<file path="src/rtl/wlm_pkg.sv">
package wlm_pkg;

    // The lane count is fixed by the mirroring rules, which are defined for a four-lane word.
    localparam int LANES = 4;
    localparam int OFF_W = $clog2(LANES);

    typedef enum logic [1:0] {
        SZ_ONE   = 2'd0,
        SZ_TWO   = 2'd1,
        SZ_THREE = 2'd2,
        SZ_FOUR  = 2'd3
    } xfer_size_e;

endpackage

</file>
<file path="src/rtl/wlm_decode.sv">
module wlm_decode
    import wlm_pkg::*;
(
    input  logic [OFF_W-1:0] offset,
    input  logic [1:0]       size,
    output logic [LANES-1:0] be,
    output logic             legal
);

    xfer_size_e size_e;
    int         last_lane;

    always_comb begin
        size_e    = xfer_size_e'(size);
        last_lane = int'(offset) + int'(size_e);
        legal     = (last_lane < LANES);
    end

    // Enable bit LANES-1-k belongs to lane k (big-endian lane order).
    for (genvar k = 0; k < LANES; k++) begin : g_be
        assign be[LANES-1-k] = legal && (k >= int'(offset)) && (k <= last_lane);
    end

endmodule

</file>
<file path="src/rtl/wlm_steer.sv">
module wlm_steer
    import wlm_pkg::*;
#(
    parameter int LANE_W = 8,
    localparam int DW    = LANES * LANE_W
) (
    input  logic [OFF_W-1:0] offset,
    input  logic [LANES-1:0] be,
    input  logic [DW-1:0]    data_in,
    output logic [DW-1:0]    data_out
);

    logic [LANE_W-1:0] lane_in  [LANES];
    logic [LANE_W-1:0] lane_out [LANES];
    logic [LANES-1:0]  lane_en;

    for (genvar k = 0; k < LANES; k++) begin : g_lane
        assign lane_in[k] = data_in[(LANES-k)*LANE_W-1 -: LANE_W];
        assign lane_en[k] = be[LANES-1-k];
        assign data_out[(LANES-k)*LANE_W-1 -: LANE_W] = lane_out[k];
    end

    always_comb begin
        for (int k = 0; k < LANES; k++) begin
            lane_out[k] = lane_en[k] ? lane_in[k] : '0;
        end
        // A half-width target samples lanes 0..1: copy the upper half down.
        if (!lane_en[1] && offset[1]) begin
            lane_out[1] = lane_en[3] ? lane_in[3] : '0;
        end
        // A byte-wide target samples lane 0: give it the first addressed byte.
        if (!lane_en[0]) begin
            lane_out[0] = lane_in[offset];
        end
    end

endmodule

</file>
<file path="src/rtl/wlm_stage.sv">
module wlm_stage
    import wlm_pkg::*;
#(
    parameter int LANE_W = 8,
    localparam int DW    = LANES * LANE_W
) (
    input  logic             clk,
    input  logic             rst_n,
    input  logic             in_valid,
    output logic             in_ready,
    input  logic             legal,
    input  logic [LANES-1:0] be,
    input  logic [DW-1:0]    data,
    output logic             out_valid,
    input  logic             out_ready,
    output logic [LANES-1:0] out_be,
    output logic [DW-1:0]    out_data,
    output logic             out_err
);

    typedef struct packed {
        logic             valid;
        logic             err;
        logic [LANES-1:0] be;
        logic [DW-1:0]    data;
    } stage_t;

    stage_t st_d, st_q;
    logic   take_d;

    always_comb begin
        in_ready = !st_q.valid || out_ready;
        take_d   = in_valid && in_ready;
        st_d     = st_q;
        st_d.err = take_d && !legal;
        if (st_q.valid && out_ready) begin
            st_d.valid = 1'b0;
        end
        if (take_d && legal) begin
            st_d.valid = 1'b1;
            st_d.be    = be;
            st_d.data  = data;
        end
    end

    always_ff @(posedge clk) begin
        if (!rst_n) begin
            st_q <= '0;
        end else begin
            st_q <= st_d;
        end
    end

    assign out_valid = st_q.valid;
    assign out_be    = st_q.be;
    assign out_data  = st_q.data;
    assign out_err   = st_q.err;

endmodule

</file>
<file path="src/rtl/wr_lane_mirror.sv">
module wr_lane_mirror
    import wlm_pkg::*;
#(
    parameter int LANE_W = 8,
    localparam int DW    = LANES * LANE_W
) (
    input  logic             clk,
    input  logic             rst_n,
    input  logic             in_valid,
    output logic             in_ready,
    input  logic [OFF_W-1:0] in_offset,
    input  logic [1:0]       in_size,
    input  logic [DW-1:0]    in_data,
    output logic             out_valid,
    input  logic             out_ready,
    output logic [LANES-1:0] out_be,
    output logic [DW-1:0]    out_data,
    output logic             out_err
);

    logic [LANES-1:0] be_c;
    logic             legal_c;
    logic [DW-1:0]    steered_c;

    wlm_decode u_decode (
        .offset (in_offset),
        .size   (in_size),
        .be     (be_c),
        .legal  (legal_c)
    );

    wlm_steer #(.LANE_W(LANE_W)) u_steer (
        .offset   (in_offset),
        .be       (be_c),
        .data_in  (in_data),
        .data_out (steered_c)
    );

    wlm_stage #(.LANE_W(LANE_W)) u_stage (
        .clk       (clk),
        .rst_n     (rst_n),
        .in_valid  (in_valid),
        .in_ready  (in_ready),
        .legal     (legal_c),
        .be        (be_c),
        .data      (steered_c),
        .out_valid (out_valid),
        .out_ready (out_ready),
        .out_be    (out_be),
        .out_data  (out_data),
        .out_err   (out_err)
    );

endmodule

</file>
<file path="config.mk">
export PLATFORM = sky130hd
export DESIGN_NAME = wr_lane_mirror
export DESIGN_NICKNAME = d
export VERILOG_FILES = /design/src/rtl/wlm_pkg.sv /design/src/rtl/wlm_decode.sv /design/src/rtl/wlm_steer.sv /design/src/rtl/wlm_stage.sv /design/src/rtl/wr_lane_mirror.sv
export SDC_FILE = /design/constraint.sdc
export NUM_CORES = 1
export LEC_CHECK = 0
export BUFFER_PORTS_ARGS = -buffer_cell sky130_fd_sc_hd__clkbuf_2
export CORE_MARGIN = 8
export CORE_UTILIZATION = 46
export CTS_BUF_LIST = sky130_fd_sc_hd__clkbuf_8
export CTS_CLUSTER_SIZE = 14
export DETAILED_ROUTE_END_ITERATION = 6
export HOLD_SLACK_MARGIN = 0.05
export MAX_ROUTING_LAYER = met4
export PLACE_DENSITY = 0.77
export SYNTH_ARGS = -nofsm -noshare
export SYNTH_HDL_FRONTEND = slang
export SYNTH_SLANG_ARGS = --single-unit
</file>
<file path="constraint.sdc">
create_clock -name clk -period 2.15 [get_ports clk]
set_clock_uncertainty 0.15 [all_clocks]
set_input_delay 0 -clock clk [delete_from_list [all_inputs] [get_ports clk]]
set_output_delay 0 -clock clk [all_outputs]
set_load 0.02 [all_outputs]
</file>
Word level (Yosys, flattened, before mapping)
Index checks and enable logic that the tools add are counted.
{"block": "word_totals", "register_bits": 38, "input_bits": 40, "elab_cells": 42, "output_inout_bits": 39}
{"block": "classes", "mux": 10, "bitwise": 1, "addsub": 1, "order_cmp": 9, "n_reduce_logical": 17}
{"op": "$le 3x32->1 const A", "n": 2}
{"op": "$mux 8", "n": 7}
{"op": "$le 1x32->1 const A", "n": 1}
{"op": "$le 2x32->1 const A", "n": 1}
{"op": "$lt 32x4->1 const B", "n": 1}
{"op": "$bmux 8 s2", "n": 1}
{"op": "$logic_and 1x1->1", "n": 12}
{"op": "$ge 1x2->1 const A", "n": 2}
{"op": "$add 2x2->3", "n": 1}
{"op": "$ge 3x3->1 const B", "n": 1}
{"op": "$logic_not 1->1", "n": 3}
{"op": "$not 2->3", "n": 1}
{"op": "$ge 2x2->1 const A", "n": 1}
{"op": "$mux 1", "n": 2}
{"op": "$reduce_bool 2->1", "n": 1}
{"op": "$logic_or 1x1->1", "n": 1}

Logic depth before layout (Yosys ltp)
Gate-level depths: netlist of run 1.
{"block": "logic_depth", "depth_word": 7, "mapped_depth": 7, "depth_no_buf": 6}

Hierarchy
A second synthesis of run 1 with hierarchy kept.
{"block": "unflattened", "hier_cells": 267, "area_unflattened_um2": 2258.4}
{"mod": "wlm_stage", "n_inst": 1, "cells_per_inst": 164, "area_each_um2": 1555.2}
{"mod": "wlm_steer", "n_inst": 1, "cells_per_inst": 91, "area_each_um2": 610.6}
{"mod": "wlm_decode", "n_inst": 1, "cells_per_inst": 12, "area_each_um2": 92.6}

Worst setup path after synthesis of run 1
No wires, ideal clock.
{"block": "synth_path", "path_type": "input port to flip-flop", "startpoint": "in in_offset[0]", "endpoint": "reg u_stage.st_q (netlist bit u_stage.out_data[23])", "n_path_buf": 2, "t_arrival_ns": 1.495, "path_slack_ns": 0.385, "cell_stages": 7, "required_ns": 1.880, "setup_time_ns": 0.120, "path_cell_list": "ha_1 -> fa_1 -> or3_4 -> buf_6 -> buf_6 -> a221oi_2 -> nor2_1"}
{"block": "synth_via", "elab_chain_cells": 7}
{"item": "start: declaration", "line": "wr_lane_mirror.sv:11", "text": "input logic [OFF_W-1:0] in_offset,"}
{"item": "$add 2x2->3", "line": "wlm_decode.sv:15", "text": "last_lane = int'(offset) + int'(size_e);"}
{"item": "$lt 32x4->1", "line": "wlm_decode.sv:16", "text": "legal = (last_lane < LANES);"}
{"item": "$logic_and 1x1->1 (2 in series)", "line": "wlm_decode.sv:21", "text": "assign be[LANES-1-k] = legal && (k >= int'(offset)) && (k <= last_lane);"}
{"item": "$logic_not 1->1", "line": "wlm_steer.sv:28", "text": "if (!lane_en[1] && offset[1]) begin"}
{"item": "$logic_and 1x1->1", "line": "wlm_steer.sv:28"}
{"item": "$mux 8", "line": "wlm_steer.sv:28"}
{"item": "end signal: assignment", "line": "wlm_stage.sv:50", "text": "st_q <= st_d;"}
{"item": "end: declaration", "line": "wlm_stage.sv:28", "text": "stage_t st_d, st_q;"}
Parallel ways exist; a longest one is shown, timed or not.
A chain may end at the register's enable or synchronous reset.

Final worst setup path of run 1
{"block": "layout_path", "startpoint": "in in_valid", "endpoint": "reg u_stage.st_q (netlist bit u_stage.out_data[16])"}
{"block": "layout_via", "elab_chain_cells": 2}
{"item": "start: declaration", "line": "wr_lane_mirror.sv:9", "text": "input logic in_valid,"}
{"item": "$logic_and 1x1->1", "line": "wlm_stage.sv:33", "text": "take_d = in_valid && in_ready;"}
{"item": "$logic_and 1x1->1", "line": "wlm_stage.sv:39", "text": "if (take_d && legal) begin"}
No other way between the ends.

==> metrics.txt, run 1 <==
Seq pwr share between 40% and 50%; Critical Path Sink Type flop; wire per inst approximately 18 um; Period minus WS final 2060 ps; Die H 77.4 um; Worst Path Max Fanout 8; Final setup viols 0; Required @ worst endpoint 2180 ps; share of cells above drive strength 1 a little over a third; area of the multi-input gates between 800 and 900 um^2; Seq/Total Area, Yosys about 44%; initial core utilization about 48%; CP Class in -> reg; Seq cells post-synth 38; I/O Buffers 78; largest net degree at the start of global routing 47; vias per cell 5.51; adder-cell share of the synthesized area roughly 1.9%; Slew HR 48.4%; total negative setup slack 0 ps; FF-to-FF path depth 5; clock share of power about a third; status completed; Antenna Cells 0; Netlist cell types 25; Peak Freq roughly 0.5 GHz; commonest non-fill, non-tap cell in the layout clkbuf_2; Post-Syn Area 0.00174 mm^2; Clk pin slew, worst setup/hold paths roughly 70 ps; YS warnings 0; Tightest Pin Transition 774 ps; Total Routing Usage GR 19.7%; core outline area 0.00363 mm^2; Hold Crit Depth 4; Root Driver clkbuf_8; Die W approximately 77 um; Antenna Violating Nets Remaining 0; worst-skew pair later-pin latency around 290 ps; VDD IR max between 0.0003 and 0.0004 V; drc violations 0; Critical Path AT about 2100 ps; total power approximately 1.8 mW; Int Pwr 1.27 mW; TritonCTS Buffers 5; DR iter-0 viols approximately 140; Worst Setup Start Kind input pin; initial antenna violation count 0; HP Class in -> reg; post-synthesis mux area share 10.4%; pwr dens 663 mW/mm^2; Pre-antenna DRT Iters 4; simple logic cell fraction of the synthesized area between 20 and 25%; register area 761 um^2; Synth Area in XOR/XNOR 0%; vias in the first global route 1949; global route overflow 0; Post-Synthesis Cells 185; H-Tree Depth 2; CTS sink count 38; routability cong. just over 0.9; fin crit share 95.8%; most frequent cells in the layout clkbuf_2, dfxtp_1, dlygate4sd3_1; Comb pwr share 23.9%; global-route wire length before repair about 9.3 mm; Synth Area in Compound Gates between 15 and 20%; nets 343; count of final max-slew check failures 0; Max Cap Viol 0; syn nets between 200 and 250; main combinational cell family by area after synthesis simple AND/OR/NAND/NOR gates; RSZ-0062 raised after global routing no; LEAKAGE roughly 1.2 nW; NetSw 493 uW; CTS tree yes; io pins between 70 and 80; Finished Core Util 73.3%; Longest Clk Path Bufs 2; Die Area 0.00600 mm^2; hpwl dp 3.72 mm; row cnt 22; average size of a mapped cell around 9.4 um^2; Via Count between 1500 and 2000; aggregate routed wire length 6.16 mm; layout filler cell count roughly 260; Layout area overhead 53.4%; Sw Share between 20% and 30%; final hold vios 0
==> path summary, 6_finish.rpt <==
path                                      startpoint                   end  slack [ps]
worst min register to register  u_stage.out_data[14]  u_stage.out_data[14]         300
worst max-delay path                        in_valid  u_stage.out_data[16]          90
worst min-delay path                    in_offset[0]     u_stage.out_be[3]         130
worst max register to register     u_stage.out_valid  u_stage.out_data[16]         190
==> routing by layer <==
layer  global-route usage (%)  part of all wire [%]  routed length [um]
met5                        -                     0                   0
met4                     12.8                   4.5                 278
met2                     31.3                    48                2940
met1                     20.7                    39                2390
met3                     6.45                   8.9                 551
==> state kept, by name (all words and copies together), names as in the netlist <==
signal / flops
u_stage.out_data: 32
u_stage.out_be: 4
u_stage.out_err: 1
u_stage.out_valid: 1
==> power by group through the flow <==
stage	sequential [mW]	clock [mW]	combinational (mW)
floorplan	0.828	0	0.164
global placement	0.779	0	0.341
detailed placement	0.780	0	0.344
CTS	0.764	0.587	0.399
global route	0.769	0.612	0.450
finish	0.765	0.579	0.422
==> cells in the mapped netlist, drive strengths merged <==
master       number  area [um^2]
dlygate4sd2       1         8.76
nor2b             1         13.8
dfxtp            38          761
and2              1         6.26
or3               2         17.5
nand3            32          160
fa                1         20.0
o21ai             8         40.0
a221oi            8         76.3
ha                1         12.5
nor3              2         21.3
nand2            32          120
and3              1         6.26
a21boi           22          169
nor2             10         37.5
clkbuf            7         26.3
buf               8         52.6
inv               2         7.51
mux4              8          180
==> worst max-delay path: stages <==
cell           delay, ps
dlygate4sd3_1        550
clkbuf_2             120
inv_1                100
or3_4                470
a221oi_1             210
dlygate4sd3_1        580
nor2_1                50
==> metrics by stage <==
step | hold slack (ps) | area (um^2) | cells | worst slack [ps]
2_1_floorplan | -3.60 | 1740 | 185 | 385
3_5_place_dp | 124 | 2160 | 302 | 143
5_1_grt | 152 | 2660 | 350 | 9.11
6_report | 126 | 2660 | 350 | 91.0
3_3_place_gp | 124 | 2160 | 302 | 202
4_1_cts | 111 | 2630 | 346 | 59.8
==> cell type report <==
cell class	count	area share, %
Clock inverter	3	1.41
Timing Repair Buffer	124	31.5
Clock buffer	5	2.58
Tap cell	48	2.25
Multi-Input combinational cell	130	33.4
Inverter	2	0.282
Sequential cell	38	28.6
==> logic make-up after synthesis <==
kind of cell	Yosys count
AO/OA/AOI/OAI	38
adder cells (fa/ha/maj)	2
buffers and inverters	18
flip-flops	38
multiplexers	8
AND/OR/NAND/NOR	81
==> what timing repair did <==
item,in CTS,in global routing
endpoints found under the setup margin,0,2
hold buffers,36,0
hold endpoints to repair,34,0
gates resized for setup,0,1
setup buffers,0,3
(Power assumes the default switching activity.)
==> run 2: changes to the inputs <==
CORE_UTILIZATION = 43   (was 46)
PLACE_DENSITY = 0.75   (was 0.77)
clock period = 1.79 ns   (was 2.15 ns; I/O delays follow)
==> metrics.txt, run 2 (synthesis gave the netlist of run 1 again) <==
status completed; Required @ worst endpoint 1820 ps (-360 ps); most frequent cells in the layout clkbuf_2, dfxtp_1, dlygate4sd3_1; vias in the first global route 1880 (-3.5%); H-Tree Depth 2 (unchanged); drc violations 0 (unchanged); global route overflow 0 (unchanged); io pins 79 (unchanged); VDD IR max 0.000443 V (+19%); placed instance area 0.00226 mm^2 (+4.4%); DR iter-0 viols 177 (+27%); Antenna Cells 0 (unchanged); initial core utilization 44.0% (-3.7 points); Final setup viols 0 (unchanged); CTS tree yes; CP Class in -> reg; final hold vios 0 (unchanged); RSZ-0062 raised after global routing no; initial antenna violation count 0 (unchanged); Clk pin slew, worst setup/hold paths 70 ps (about the same); Critical Path AT 1650 ps (-440 ps); worst-skew pair later-pin latency 290 ps (about the same); hold_ws 84.8 ps (-41.6 ps); Via Count 1896 (-1.7%); Design Area, Final 0.00270 mm^2 (+1.4%); global-route wire length before repair 9.16 mm (-1.9%); nets 347 (+1.2%); share of cells above drive strength 1 37.3% (+1.2 points); Total Routing Usage GR 19.1% (-0.64 points); Layout area overhead 55.5%; commonest non-fill, non-tap cell in the layout clkbuf_2; row cnt 23 (+4.5%); aggregate routed wire length 5.89 mm (-4.4%); Tightest Pin Transition 373 ps (-401 ps); Die Area 0.00633 mm^2 (+5.5%); Worst Path Max Fanout 17 (+9); Worst Setup Start Kind input pin; TritonCTS Buffers 5 (unchanged); Slew HR 75.1% (+27 points); Setup WS post-layout 170 ps (+79.1 ps); hpwl dp 3.86 mm (+3.9%); routability cong. 0.928 (+0.49%); Die W 79.6 um (+2.7%); Die H 79.6 um (+2.7%); wire per inst 16.5 um (-6.0%); CTS sink count 38 (unchanged); Period minus WS final around 1600 ps; pwr dens 753 mW/mm^2 (+14%); total negative setup slack 0 ps (unchanged); vias per cell 5.33 (-3.3%); Longest Clk Path Bufs 2 (unchanged); FF-to-FF setup slack 220 ps (+30 ps); Pre-antenna DRT Iters 5 (+1); max reg flops 32 (unchanged); Critical Path Sink Type flop; I/O Buffers 78 (unchanged); Antenna Violating Nets Remaining 0 (unchanged); fin crit share approximately nine tenths; core outline area 0.00394 mm^2 (+8.5%); total power 2.03 mW (+15%); LEAKAGE 1.23 nW (+2.2%); Root Driver clkbuf_8; HP Class in -> reg; Peak Freq about 0.6 GHz; count of final max-slew check failures 0 (unchanged); Place WS -102 ps (-245 ps); largest net degree at the start of global routing 47 (unchanged); Max Cap Viol 0 (unchanged)
==> run 2: cell types whose count changed in the layout (fill, tap and decap cells not counted), sizes merged <==
| cell | before | now |
|---|---|---|
| or3 | 3 | 2 |
| buf | 10 | 16 |
| bufinv | 1 | 0 |
| inv | 4 | 3 |
| clkinv | 0 | 1 |
| clkbuf | 83 | 84 |
| dlygate4sd3 | 36 | 35 |
==> run 2: worst max-delay path, cell delays in order <==
cell	delay, ps
dlygate4sd3_1	540
clkbuf_2	120
inv_1	80
or3_4	430
buf_12	170
a221oi_1	220
nor2_1	70
==> run 2: cell type report <==
class                      count  area (um^2)
sequential                    38          761
inverter                       2         7.51
multi-input combinational    129          881
clock inverter                 2         8.76
clock buffer                   6         82.6
timing repair buffer         129          898
tap                           50         62.6
fill                         291         1240
==> run 2: stage by stage <==
| stage | instances | util, % |
|---|---|---|
| 3_3_place_gp | 313 | 57.3 |
| 4_1_cts | 356 | 68.5 |
| 5_1_grt | 356 | 68.5 |
| 2_1_floorplan | 185 | - |
| 3_5_place_dp | 313 | 57.3 |
| 6_report | 356 | 68.5 |
==> run 2: repair_timing <==
item,in CTS,in global routing
endpoints found under the hold margin,34,0
buffers inserted,0,0
gates resized for setup,0,0
hold buffers,35,0
==> run 2: worst paths after layout <==
check             depth (start not counted)            startpoint                    to
setup reg to reg                          5     u_stage.out_valid  u_stage.out_data[20]
setup / recovery                          7              in_valid  u_stage.out_data[20]
hold reg to reg                           2  u_stage.out_data[14]  u_stage.out_data[14]
hold / removal                            4                 rst_n  u_stage.out_data[29]
==> run 2: power by group <==
part / switching, mW / internal [mW]
sequential: 0.0262 / 0.894
clock: 0.292 / 0.305
combinational: 0.270 / 0.247
total: 0.588 / 1.45
==> run 2: routing by layer <==
metal | vias up | share of wire, % | GRT usage [%]
li1 | 900 | - | -
met1 | 873 | 41 | 22.4
met2 | 103 | 49 | 29.5
met3 | 20 | 7.4 | 5.63
met4 | 0 | 3.2 | 8.15
met5 | - | 0 | -
==> run 3: changes to the inputs <==
ABC_AREA = 1   (was not set)
CORE_UTILIZATION = 44   (was 43)
PLACE_DENSITY = 0.76   (was 0.75)
==> metrics.txt, run 3 <==
wire length on met2 2.97 mm (+3.8%); Pre-antenna DRT Iters 4 (-1); Period minus WS final 1700 ps (+79.8 ps); R2R Path Start u_stage.out_valid; routed wl met3 347 um (-21%); slowest CP cell dlygate4sd3_1; Seq cells post-synth 38 (unchanged); global route overflow 0 (unchanged); Worst Path Max Fanout 23 (+6); Antenna Cells 0 (unchanged); drc violations 0 (unchanged); initial antenna violation count 0 (unchanged); share of cells above drive strength 1 27.9% (-9.4 points); VDD IR max 0.000564 V (+27%); core outline area 0.00400 mm^2 (+1.5%); status completed; Async S/R FF share, synth 0% (unchanged); TritonCTS Buffers 5 (unchanged); Hold Path End u_stage.out_data[21]; Antenna Violating Nets Remaining 0 (unchanged); LEAKAGE 1.34 nW (+9.1%); Total Routing Usage GR 19.9% (+0.87 points); crit path cell chain nand2_2 -> nand3_2 -> buf_12 -> nand2_1 -> nand2_1 -> dlygate4sd3_1 -> inv_1; Post-Syn Area 0.00182 mm^2 (+4.8%); max reg flops 32 (unchanged); uppermost layer routed met4; DR iter-0 viols 121 (-32%); layout filler cell count 335 (+15%); Max Cap Viol 0 (unchanged); FF-to-FF path depth 7 (+2); final hold vios 0 (unchanged); Tightest Pin Transition 397 ps (+23.7 ps); Hold Crit Start out_ready; fin crit share 95.0% (+4.5 points); worst-skew pair later-pin latency 290 ps (about the same); Die W 80.3 um (+0.94%); main combinational cell family by area after synthesis simple AND/OR/NAND/NOR gates; largest net degree at the start of global routing 30 (-36%); Critical Path Sink Type flop; global-route wire length before repair 9.99 mm (+9.0%); YS warnings 0 (unchanged); CP Class reg -> reg; WP depth 7 (unchanged); Clk pin slew, worst setup/hold paths 80 ps (about the same); total negative setup slack 0 ps (unchanged); RSZ-0062 raised after global routing no; nets 414 (+19%); Synth Area in Compound Gates 17.6% (+1.2 points); Placed Cells incl. Taps 379 (+21%); largest area contributor in the synthesized netlist dfxtp_1; Setup Fix Bufs, Post-CTS 0 (unchanged); Required @ worst endpoint 1830 ps (about the same); Synth Area in XOR/XNOR 0% (unchanged); row cnt 23 (unchanged); adder-cell share of the synthesized area 1.79% (-0.085 points); most frequent cells in the layout nand2_1, clkbuf_2, a21oi_1; most used cell, CP nand2_1; prevailing post-synth register cell dfxtp_1; Netlist cell types 25 (unchanged); Die H 80.3 um (+0.94%); count of final max-slew check failures 0 (unchanged); Hold Crit Depth 7 (+3); commonest non-fill, non-tap cell in the layout nand2_1; Longest Clk Path Bufs 2 (unchanged); FF-to-FF setup slack 90 ps (-130 ps); Final setup viols 0 (unchanged); wire length on met1 2.57 mm (+7.4%); CTS sink count 38 (unchanged); Critical Path AT 1740 ps (+90 ps); average size of a mapped cell 7.11 um^2 (-24%); largest cells by area after synthesis dfxtp_1, nand2_1, a21oi_1, nand3_1, o21a_1; Synth top area share 41.8% (-2.0 points); Die Area 0.00645 mm^2 (+1.9%); delay-heaviest family, CP buffers and inverters; reg2reg end u_stage.out_valid; simple logic cell fraction of the synthesized area 31.6% (+9.6 points); pwr dens 740 mW/mm^2 (-1.7%); CP bufs+invs 3 (-1); H-Tree Depth 2 (unchanged); vias per cell 4.92 (-7.6%); Slew HR 73.5% (-1.6 points); Layout Cells excl Fill 423 (+19%); wire per inst 14.1 um (-15%); Finished Core Util 68.3% (-0.20 points); hpwl dp 4.17 mm (+8.1%); post-synthesis mux area share 0% (-10 points); Root Driver clkbuf_8; io pins 79 (unchanged); Peak Freq 0.588 GHz (-4.7%); HP Class in -> reg; Via Count 2082 (+9.8%); EDFF count, synth 0 (unchanged); routability cong. 0.849 (-8.5%); Post-Synthesis Cells 256 (+38%); aggregate routed wire length 5.97 mm (+1.3%); critical path's largest stage delay 550 ps (about the same); I/O Buffers 78 (unchanged); most frequent cell after synthesis nand2_1; Worst Setup Start Kind flop; top cells by count, synth nand2_1, a21oi_1, dfxtp_1; syn nets 298 (+31%); Layout area overhead 50.2%; Seq/Total Area, Yosys 41.8% (-2.0 points); vias in the first global route 2033 (+8.1%); initial core utilization 45.5% (+1.4 points); CTS tree yes
run 3: changes by cell type in the layout (fill, tap and decap cells not counted), sizes merged, moves of 8 or more:
cell    delta
mux4       -8
nand3     -14
inv       +10
a21boi    -22
a221oi     -8
nand2     +59
a21oi     +43
run 3: logic make-up after synthesis:
logic type | count (synthesis)
flops | 38
fa+ha+maj | 2
buf+inv | 28
compound gates | 60
simple gates | 128
run 3: tightest hold or removal path, delay by kind of cell:
kind | cells | cell delay (ps)
AO/OA/AOI/OAI | 1 | 50
AND/OR/NAND/NOR | 4 | 400
buffers and inverters | 2 | 130
run 3: routing by layer:
| layer | vias to the layer above | GRT usage (%) |
|---|---|---|
| met4 | 0 | 5.82 |
| met5 | - | - |
| li1 | 1072 | - |
| met2 | 73 | 32.1 |
| met3 | 6 | 4.58 |
| met1 | 931 | 24.2 |
run 3: final cells by class:
type                    count  area [um^2]  area share, %
clock buffers               6         82.6           3.02
well taps                  50         62.6           2.29
multi-input cells         190          931           34.1
clock inverters             2         12.5          0.458
inverters                  14         52.6           1.92
flip-flops and latches     38          761           27.8
repair buffers            123          831           30.4
run 3: how the worst max path moves through the flow:
stage / startpoint / to / slack [ps]
after global placement: in_offset[0] / u_stage.out_data[21] / 60
after floorplan: in_offset[0] / u_stage.out_data[18] / 200
after CTS: in_offset[0] / u_stage.out_valid / 90
after detailed placement: in_offset[0] / u_stage.out_data[22] / 30
final: u_stage.out_valid / u_stage.out_valid / 90
after global routing: u_stage.out_valid / u_stage.out_valid / 20
run 3: timing repair:
item	4_1_cts	5_1_grt
hold endpoints to repair	34	0
hold buffers	36	0
gates resized for setup	0	1
setup endpoints to repair	0	1
run 3: through the flow:
step           worst slack (ps)  power (mW)  area [um^2]  hold slack [ps]
3_5_place_dp               25.3        1.35         2270              108
6_report                   90.4        2.02         2730              177
2_1_floorplan               198        1.19         1820            -7.25
3_3_place_gp               59.8        1.34         2270             96.9
4_1_cts                    94.9        2.03         2730              171
5_1_grt                    15.6        2.12         2730              216
run 3: where the power goes:
group | switching [mW] | internal, mW
clock | 0.314 | 0.310
combinational | 0.281 | 0.209
sequential | 0.0208 | 0.887
